File: config.mk
export PLATFORM = sky130hd
export DESIGN_NAME = pll_ctrl_core
export DESIGN_NICKNAME = d
export VERILOG_FILES = /design/src/rtl/pll_ctrl_pkg.sv /design/src/rtl/pll_ratio_calc.sv /design/src/rtl/pll_stb_div.sv /design/src/rtl/pll_ctrl_regs.sv /design/src/rtl/pll_ctrl_core.sv
export SDC_FILE = /design/constraint.sdc
export NUM_CORES = 1
export LEC_CHECK = 0
export ABC_CLOCK_PERIOD_IN_PS = 8300
export BUFFER_PORTS_ARGS = -buffer_cell sky130_fd_sc_hd__buf_2
export CORE_MARGIN = 2
export CORE_UTILIZATION = 61
export CTS_CLUSTER_DIAMETER = 40
export DETAILED_ROUTE_END_ITERATION = 7
export PLACE_DENSITY = 0.85
export SLEW_MARGIN = 40
export SYNTH_ARGS = -nofsm -noshare
export SYNTH_HDL_FRONTEND = slang
export SYNTH_SLANG_ARGS = --single-unit
File: constraint.sdc
create_clock -name clk -period 8.3 [get_ports clk]
set_clock_uncertainty 0.2 [all_clocks]
set_input_delay 0.415 -clock clk [delete_from_list [all_inputs] [get_ports clk]]
set_output_delay 0.415 -clock clk [all_outputs]
set_load 0.1 [all_outputs]
File: src/rtl/pll_ctrl_pkg.sv
package pll_ctrl_pkg;
   localparam logic [11:0] OFF_OSEL  = 12'h104;
   localparam logic [11:0] OFF_MUL   = 12'h110;
   localparam logic [11:0] OFF_PRE   = 12'h114;
   localparam logic [11:0] OFF_OSC   = 12'h124;
   localparam logic [11:0] OFF_POST  = 12'h128;
   localparam logic [11:0] OFF_BYP   = 12'h12C;
   localparam logic [11:0] OFF_GATE  = 12'h148;
   localparam logic [11:0] OFF_DLO   = 12'h118;
   localparam logic [11:0] OFF_DHI   = 12'h160;
   localparam int          DIV_EN_BIT = 15;
   localparam int          DLO_COUNT  = 3;

   // System divider offsets: the first group is contiguous, the rest start higher up
   function automatic logic [11:0] div_off(input int idx);
      if (idx < DLO_COUNT) return OFF_DLO + 12'(4 * idx);
      else                 return OFF_DHI + 12'(4 * (idx - DLO_COUNT));
   endfunction
endpackage

File: src/rtl/pll_ratio_calc.sv
module pll_ratio_calc #(
   parameter int RW = 5
) (
   input  logic [RW-1:0]     pre_q,
   input  logic [RW-1:0]     mul_q,
   input  logic [RW-1:0]     post_q,
   output logic [RW:0]       num,
   output logic [2*RW+1:0]   den
);
   localparam int NW = RW + 1;
   logic [NW-1:0] pre_v, post_v;

   always_comb begin
      pre_v  = {1'b0, pre_q}  + NW'(1);
      post_v = {1'b0, post_q} + NW'(1);
      num    = {1'b0, mul_q}  + NW'(1);
      den    = (2*NW)'(pre_v) * (2*NW)'(post_v);
   end
endmodule

File: src/rtl/pll_stb_div.sv
module pll_stb_div #(
   parameter int RW = 5
) (
   input  logic          clk,
   input  logic          rst_n,
   input  logic          en,
   input  logic          src,
   input  logic [RW-1:0] ratio,
   output logic          stb
);
   logic [RW-1:0] cnt_q, rat_q, eff_rat;
   logic          live_q;

   // First enabled cycle uses the live field; afterwards the latched one
   assign eff_rat = live_q ? rat_q : ratio;
   assign stb     = en && src && (cnt_q == eff_rat);

   always_ff @(posedge clk or negedge rst_n) begin
      if (!rst_n) begin
         cnt_q  <= '0;
         rat_q  <= '0;
         live_q <= 1'b0;
      end else if (!en) begin
         cnt_q  <= '0;
         live_q <= 1'b0;
      end else begin
         live_q <= 1'b1;
         if (!live_q) rat_q <= ratio;
         if (src) begin
            if (cnt_q == eff_rat) begin
               cnt_q <= '0;
               rat_q <= ratio;
            end else begin
               cnt_q <= cnt_q + RW'(1);
            end
         end
      end
   end
endmodule

File: src/rtl/pll_ctrl_regs.sv
module pll_ctrl_regs
   import pll_ctrl_pkg::*;
#(
   parameter int AW     = 12,
   parameter int RW     = 5,
   parameter int NDIV   = 9,
   parameter int OSEL_W = 2
) (
   input  logic                     clk,
   input  logic                     rst_n,
   input  logic                     bus_sel,
   input  logic                     bus_we,
   input  logic [AW-1:0]            bus_addr,
   input  logic [31:0]              bus_wdata,
   output logic [31:0]              bus_rdata,
   output logic [RW-1:0]            pre_q,
   output logic [RW-1:0]            mul_q,
   output logic [RW-1:0]            post_q,
   output logic [RW-1:0]            byp_q,
   output logic [RW-1:0]            osc_q,
   output logic [OSEL_W-1:0]        osel_q,
   output logic [1:0]               gate_q,
   output logic [NDIV-1:0][RW-1:0]  div_rat_q,
   output logic [NDIV-1:0]          div_en_q
);
   logic wr, rd;
   assign wr = bus_sel &&  bus_we;
   assign rd = bus_sel && !bus_we;

   always_ff @(posedge clk or negedge rst_n) begin
      if (!rst_n) begin
         pre_q     <= '0;
         mul_q     <= '0;
         post_q    <= '0;
         byp_q     <= '0;
         osc_q     <= '0;
         osel_q    <= '0;
         gate_q    <= '0;
         div_rat_q <= '0;
         div_en_q  <= '0;
      end else if (wr) begin
         if (bus_addr == AW'(OFF_PRE))  pre_q  <= bus_wdata[RW-1:0];
         if (bus_addr == AW'(OFF_MUL))  mul_q  <= bus_wdata[RW-1:0];
         if (bus_addr == AW'(OFF_POST)) post_q <= bus_wdata[RW-1:0];
         if (bus_addr == AW'(OFF_BYP))  byp_q  <= bus_wdata[RW-1:0];
         if (bus_addr == AW'(OFF_OSC))  osc_q  <= bus_wdata[RW-1:0];
         if (bus_addr == AW'(OFF_OSEL)) osel_q <= bus_wdata[OSEL_W-1:0];
         if (bus_addr == AW'(OFF_GATE)) gate_q <= bus_wdata[1:0];
         for (int i = 0; i < NDIV; i++) begin
            if (bus_addr == AW'(div_off(i))) begin
               div_rat_q[i] <= bus_wdata[RW-1:0];
               div_en_q[i]  <= bus_wdata[DIV_EN_BIT];
            end
         end
      end
   end

   always_comb begin
      bus_rdata = '0;
      if (rd) begin
         if (bus_addr == AW'(OFF_PRE))  bus_rdata = 32'(pre_q);
         if (bus_addr == AW'(OFF_MUL))  bus_rdata = 32'(mul_q);
         if (bus_addr == AW'(OFF_POST)) bus_rdata = 32'(post_q);
         if (bus_addr == AW'(OFF_BYP))  bus_rdata = 32'(byp_q);
         if (bus_addr == AW'(OFF_OSC))  bus_rdata = 32'(osc_q);
         if (bus_addr == AW'(OFF_OSEL)) bus_rdata = 32'(osel_q);
         if (bus_addr == AW'(OFF_GATE)) bus_rdata = 32'(gate_q);
         for (int i = 0; i < NDIV; i++) begin
            if (bus_addr == AW'(div_off(i))) begin
               bus_rdata = 32'(div_rat_q[i]);
               bus_rdata[DIV_EN_BIT] = div_en_q[i];
            end
         end
      end
   end
endmodule

File: src/rtl/pll_ctrl_core.sv
module pll_ctrl_core #(
   parameter int AW     = 12,
   parameter int RW     = 5,
   parameter int NDIV   = 9,
   parameter int OSEL_W = 2,
   localparam int NOBS  = 1 << OSEL_W
) (
   input  logic              clk,
   input  logic              rst_n,
   input  logic              bus_sel,
   input  logic              bus_we,
   input  logic [AW-1:0]     bus_addr,
   input  logic [31:0]       bus_wdata,
   output logic [31:0]       bus_rdata,
   input  logic              pll_stb,
   input  logic              ref_stb,
   input  logic [NOBS-1:0]   obs_src,
   output logic [NDIV-1:0]   sys_en,
   output logic              bp_en,
   output logic              obs_en,
   output logic              aux_en,
   output logic [RW:0]       pll_num,
   output logic [2*RW+1:0]   pll_den
);
   if (RW < 1 || RW > 15) begin : g_bad_rw
      $error("RW must lie in 1..15 so the enable bit stays clear of the ratio");
   end
   if (NDIV < 1 || NDIV > 9) begin : g_bad_ndiv
      $error("NDIV must lie in 1..9");
   end
   if (AW < 9) begin : g_bad_aw
      $error("AW too narrow for the register offsets");
   end
   if (OSEL_W < 1 || OSEL_W > 4) begin : g_bad_osel
      $error("OSEL_W must lie in 1..4");
   end

   logic [RW-1:0]            pre_q, mul_q, post_q, byp_q, osc_q;
   logic [OSEL_W-1:0]        osel_q;
   logic [1:0]               gate_q;
   logic [NDIV-1:0][RW-1:0]  div_rat_q;
   logic [NDIV-1:0]          div_en_q;
   logic                     obs_pick;

   pll_ctrl_regs #(.AW(AW), .RW(RW), .NDIV(NDIV), .OSEL_W(OSEL_W)) u_regs (
      .clk(clk), .rst_n(rst_n), .bus_sel(bus_sel), .bus_we(bus_we),
      .bus_addr(bus_addr), .bus_wdata(bus_wdata), .bus_rdata(bus_rdata),
      .pre_q(pre_q), .mul_q(mul_q), .post_q(post_q), .byp_q(byp_q),
      .osc_q(osc_q), .osel_q(osel_q), .gate_q(gate_q),
      .div_rat_q(div_rat_q), .div_en_q(div_en_q)
   );

   pll_ratio_calc #(.RW(RW)) u_ratio (
      .pre_q(pre_q), .mul_q(mul_q), .post_q(post_q),
      .num(pll_num), .den(pll_den)
   );

   for (genvar g = 0; g < NDIV; g++) begin : g_sys
      pll_stb_div #(.RW(RW)) u_div (
         .clk(clk), .rst_n(rst_n), .en(div_en_q[g]), .src(pll_stb),
         .ratio(div_rat_q[g]), .stb(sys_en[g])
      );
   end

   pll_stb_div #(.RW(RW)) u_byp (
      .clk(clk), .rst_n(rst_n), .en(1'b1), .src(ref_stb),
      .ratio(byp_q), .stb(bp_en)
   );

   assign obs_pick = obs_src[osel_q];

   // Gate bit 1 both blocks the observation output and restarts its count
   pll_stb_div #(.RW(RW)) u_obs (
      .clk(clk), .rst_n(rst_n), .en(gate_q[1]), .src(obs_pick),
      .ratio(osc_q), .stb(obs_en)
   );

   assign aux_en = ref_stb && gate_q[0];
endmodule

# After elaboration in Yosys (flattened, before gate mapping)
# Index checks and enable logic that the tools add are counted.
classes:
  add_sub_neg: 14
  mul: 1
  div_mod_pow: 0
  magnitude_cmp: 1
  n_eq_ne: 46
  shifts: 0
  mux: 111
  bitwise_logic: 0
  n_reduce_logical: 41
op_table:
  columns: ["op", "n"]
  rows:
  - ["5-bit two-way mux", 71]
  - ["12-bit equality test", 18]
  - ["12-bit two-way mux", 18]
  - ["16-bit two-way mux", 9]
  - ["12-bit by 9-bit equality test with 1-bit output, second input constant", 7]
  - ["5-bit by 1-bit adder with 5-bit output, second input constant", 11]
  - ["5-bit equality test", 11]
  - ["32-bit two-way mux", 1]
  - ["2-bit AND reduction", 16]
  - ["1-bit logical AND", 24]
  - ["5-bit by 1-bit adder with 6-bit output, second input constant", 3]
  - ["2-bit != test, second input constant", 9]
  - ["6-bit by 6-bit multiplier with 12-bit output", 1]
  - ["1-bit two-way mux", 11]
  - ["2-bit by 3-bit < comparator with 1-bit output, second input constant", 1]
  - ["1-bit binary-select mux with 2-bit select", 1]
  - ["2-bit by 1-bit != test with 1-bit output, second input constant", 1]
  - ["1-bit logical NOT", 1]
word_totals:
  ff_bits: 204
  latch_bits: 0
  ram_bits: 0
  romBits: 0
  out_inout_bits: 62
  elab_cells: 272
  mem_count: 0

# Logic depth before layout (Yosys ltp)
depth:
  depth_word: 18
  mapped_depth: 17
  ltp_nobuf: 16

# Modules after synthesis
# Synthesis repeated with hierarchy kept, for this count alone.
unflattened:
  hier_cells: 1189
  hier_area_um2: 12778.5
modules_own_cells:
  columns: ["module", "instances", "cells_per_inst", "area_each_um2", "seq_area_each_um2"]
  rows:
  - ["pll_stb_div", 11, 56, 625.6, 275.3]
  - ["pll_ctrl_regs", 1, 409, 4564.4, 2077.0]
  - ["pll_ratio_calc", 1, 161, 1300.0, 0.0]
  - ["pll_ctrl_core", 1, 3, 32.5, 0.0]

# Least setup slack after synthesis
# Ideal clock, no wire load.
synth_timing:
  path_type: "register to output"
  start: "reg u_regs.pre_q[0]"
  end: "out pll_den[11]"
  arrival_ns: 5.360
  setup_slack_ns: 2.325
  path_stages_with_launch: 16
  path_buffers: 1
  path_cell_list: "dfrtp_1 > clkbuf_1 > nand3_1 > xnor2_1 > nand2_1 > fa_1 > fa_1 > fa_1 > inv_1 > ha_1 > nor2b_1 > o21ai_0 > a21boi_0 > o21a_1 > o41a_1 > xor2_1"
synth_via:
  elab_chain_cells: 2
synth_rtl:
  columns: ["element", "line_no", "source"]
  rows:
  - ["start, declared", "pll_ctrl_regs.sv:16", "output logic [RW-1:0] pre_q,"]
  - ["start signal, assigned", "pll_ctrl_regs.sv:42", "if (bus_addr == AW'(OFF_PRE)) pre_q <= bus_wdata[RW-1:0];"]
  - ["5-bit by 1-bit adder with 6-bit output", "pll_ratio_calc.sv:14", "pre_v = {1'b0, pre_q} + NW'(1);"]
  - ["6-bit by 6-bit multiplier with 12-bit output", "pll_ratio_calc.sv:17", "den = (2*NW)'(pre_v) * (2*NW)'(post_v);"]
  - ["end, declared", "pll_ctrl_core.sv:23", "output logic [2*RW+1:0] pll_den"]
# Every way passes these cells.

# Final worst setup path
layout_timing:
  start: "reg u_regs.post_q[0]"
  end: "out pll_den[11]"
layout_via:
  elab_chain_cells: 2
layout_rtl:
  columns: ["element", "line_no", "source"]
  rows:
  - ["start, declared", "pll_ctrl_regs.sv:18", "output logic [RW-1:0] post_q,"]
  - ["start signal, assigned", "pll_ctrl_regs.sv:44", "if (bus_addr == AW'(OFF_POST)) post_q <= bus_wdata[RW-1:0];"]
  - ["5-bit by 1-bit adder with 6-bit output", "pll_ratio_calc.sv:15", "post_v = {1'b0, post_q} + NW'(1);"]
  - ["6-bit by 6-bit multiplier with 12-bit output", "pll_ratio_calc.sv:17", null]
# Every way passes these cells.

==> summary.md <==
| Metric | Value |
|---|---|
| Status | `finished, final reports clean` |
| Number of remaining DRC errors | `0` |
| Internal cell power | `approximately 1.8 mW` |
| Clock power share | `0.501` |
| Average wire per standard cell | `18.0 µm` |
| Crit path to | `pll_den[11]` |
| Startpoint types | `flop` |
| Sw Ratio | `0.261` |
| Sequential fraction of the synthesis area | `0.414` |
| Initial core utilization | `0.616` |
| Critical path type | `flop to primary output` |
| Layout cells sized above 1 | `0.229` |
| DR pass1 iterations | `5` |
| CTS tree | `yes` |
| GRT Max-Usage Layer | `met2` |
| Via count of the first global-routing pass | `8970` |
| Vias | `9108` |
| Die width | `146 µm` |
| Max-capacitance violation count | `0` |
| CTS sink count | `between 200 and 250` |
| CTS Hold Bufs | `1` |
| Number of post-CTS setup repair buffers | `0` |
| M3 GR Usage | `0.0428` |
| CTS clk-pin slew, worst paths | `0.06 ns` |
| Routing usage on met2 | `0.432` |
| RSZ-0062 raised after global routing | `false` |
| Met1 usage | `0.343` |
| Count of different cell masters after synthesis | `75` |
| Post-synth EDFFs | `0` |
| Remaining antenna violation count | `0` |
| Cells on worst reg2reg path | `6` |
| Tmin final | `6.17 ns` |
| CTS resizes | `0` |
| Routed WL | `about 27000 µm` |
| Core ar. | `20000 µm²` |
| WP data arrival | `5.56 ns` |
| Worst hold path type | `input pin to flop` |
| Clock root cell | `clkbuf_16` |
| Required @ worst endpoint | `7.69 ns` |
| Relative slew slack | `0.441` |
| Fin. max-slew vios | `0` |
| Global route total overflow | `0` |
| Initial antenna violation count | `1` |
| Die footprint | `21400 µm²` |
| FF+latch count, synth | `204` |
| Peak supply drop | `0.139 mV` |
| Syn Area/Cell | `approximately 10 µm²` |
| Crit share post-route | `0.744` |
| Leak Pwr | `between 6 and 7 nW` |
| Min setup slack post-route | `2.13 ns` |
| Ys async rst share | `1.00` |
| Vias per inst | `6.01` |
| Largest net degree at the start of global routing | `120` |
| Post-DP HPWL | `19100 µm` |
| Pre-CTS setup slack | `2.71 ns` |
| Switching pwr | `approximately 630 µW` |
| Worst skew pair latency | `0.54 ns` |
| H-tree Lvls | `1` |
| Total GRT Usage | `0.257` |
| Setup TNS | `0 ns` |
| Least-Margin Pin Slew | `0.839 ns` |
| FF-to-FF setup slack | `5.91 ns` |
| Synthesized cell area | `12300 µm²` |
| Setup violators final | `0` |
| IO Port Bufs | `63` |
| Worst-path maximum fanout | `10` |
| Cts bufs inserted | `28` |
| Post-synthesis instance total | `1180` |
| Maximum clock frequency | `162 MHz` |
| Hold slack | `0.0289 ns` |
| CTS Buffer Depth | `3` |
| Comb power frac | `0.073` |
| Area grow syn2layout | `10.7%` |
| First-pass GRT wire length | `45000 µm` |
| Final hold vios | `0` |
| Nets | `1329` |
| Fillers | `1432` |
| R2R Path End | `u_byp.rat_q[0]` |
| Io pins | `116` |
| Sequential power share | `0.426` |
| Hold_sp | `ref_stb` |
| Synth Warn # | `0` |
| Row cnt | `52` |
| CP Launch Point | `u_regs.post_q[0]` |
| Die Span Y | `146 µm` |
| Ys flop type | `dfrtp_1` |
| Power Dens Cells | `176 nW/µm²` |
| R2r startpoint | `u_byp.live_q` |
| Routability Congestion | `0.943` |
| Setup crit end kind | `primary output` |
| Iter 0 DRT Violations | `562` |
==> flip-flops by register name, summed over array words and instances (netlist names) <==
signal and cells:
u_regs.pre_q 5, u_obs.live_q 1, u_regs.byp_q 5, u_byp.cnt_q 5
u_regs.mul_q 5, u_byp.rat_q 5, g_sys.u_div.cnt_q 45, u_regs.div_en_q 9
u_obs.cnt_q 5, g_sys.u_div.live_q 9, u_regs.osc_q 5, u_regs.div_rat_q 45
u_regs.gate_q 2, g_sys.u_div.rat_q 45, u_regs.post_q 5, u_obs.rat_q 5
u_byp.live_q 1, u_regs.osel_q 2
==> power groups by stage <==
stage | clock network [mW] | logic, mW | registers, mW
2_1_floorplan | 0 | 0.137 | 1.04
3_3_place_gp | 0 | 0.169 | 1.04
3_5_place_dp | 0 | 0.174 | 1.04
4_1_cts | 1.22 | 0.175 | 1.02
5_1_grt | 1.27 | 0.192 | 1.03
6_report | 1.20 | 0.177 | 1.02
==> area by class of cell <==
type,count,area (µm²),share of cell area
Multi-Input combinational cell,882,6740,0.493
Sequential cell,204,5100,0.374
Clock buffer,31,753,0.0551
Timing Repair Buffer,65,359,0.0263
Tap cell,270,338,0.0247
Clock inverter,19,205,0.0150
Inverter,43,161,0.0118
Antenna cell,1,2.50,0.000183
==> cells in the final DEF, fill, tap and decap left out, types with 43 or more instances in the layout <==
master,n
dfrtp_1,204
mux2_2,134
nand2_1,129
buf_2,62
o21ai_0,61
mux2i_1,59
nor2_1,57
xnor2_1,54
nand3_1,51
inv_1,43
==> stage by stage <==
step / utilization / instance area [µm²] / power (mW) / std cells
4_1_cts: 0.681 / 13700 / 2.42 / 1514
3_3_place_gp: 0.632 / 12700 / 1.21 / 1463
5_1_grt: 0.682 / 13700 / 2.48 / 1515
6_report: 0.682 / 13700 / 2.40 / 1515
3_5_place_dp: 0.633 / 12700 / 1.21 / 1463
2_1_floorplan: - / 12400 / 1.17 / 1205
==> critical path, stage by stage, from the launching register on <==
cell      delay [ns]
dfrtp_1         0.55
ha_1            0.29
nand3_1         0.14
xnor2_1         0.30
nand2_1         0.12
fa_1            0.49
fa_1            0.53
fa_1            0.56
inv_1           0.04
ha_1            0.33
nor2b_1         0.14
o21ai_0         0.24
a21boi_0        0.16
o21a_1          0.21
o41a_1          0.33
xor2_1          0.14
buf_2           0.44
==> synthesized netlist by cell type, types with 4 or more instances <==
library cell  instances  area (µm²)
and2_1                8        50.1
nand4_1               6        37.5
nand2_1             129         484
a22oi_1               5        37.5
buf_2                 8        40.0
buf_4                36         270
xnor2_1              54         473
nor2_1               57         214
nor4_1               11        68.8
o221ai_1              9        78.8
a21oi_1              17        85.1
nand2b_1              7        43.8
o22ai_1               7        43.8
xor2_1               33         289
fa_1                 17         340
nor3_2                4        40.0
o21bai_1              4        30.0
inv_1                43         161
a21bo_2               9        90.1
nor3_1               18        90.1
nor3b_1              19         143
o211ai_1             11        82.6
clkbuf_1             29         109
mux2i_1              59         591
nand3_1              51         255
o21ai_0              61         305
mux2_4                6        90.1
mux2_2              134        1510
nor2b_1              18         113
a21o_1                4        30.0
and3_1                5        31.3
ha_1                 34         425
dfrtp_1             204        5100
==> logic make-up (layout without fill, tap and decap cells) <==
kind of cell | after synthesis | count (layout) | share of synthesized area
other | 2 | 28 | 0.000609
AO/OA/AOI/OAI | 156 | 156 | 0.0830
adder cells (fa/ha/maj) | 51 | 51 | 0.0621
XOR/XNOR | 87 | 87 | 0.0617
buffers and inverters | 119 | 158 | 0.0486
AND/OR/NAND/NOR | 361 | 361 | 0.151
multiplexers | 200 | 200 | 0.179
flip-flops | 204 | 204 | 0.414
==> how the worst min path moves through the flow <==
stage	slack, ns	end	cells after the start
CTS	0.01	u_byp.cnt_q[1]	3
floorplan	-0.08	g_sys[0].u_div.cnt_q[0]	0
global placement	0.28	g_sys[6].u_div.live_q	0
global route	0.05	u_byp.cnt_q[1]	3
detailed placement	0.26	g_sys[4].u_div.cnt_q[2]	1
finish	0.03	u_byp.cnt_q[1]	3
==> layer usage <==
metal | share of wire | routed length [µm]
met1 | 0.42 | 11400
met2 | 0.49 | 13300
met3 | 0.064 | 1750
met4 | 0.025 | 670
met5 | 0 | 0
Note: power is estimated with default switching activity, not from simulation.
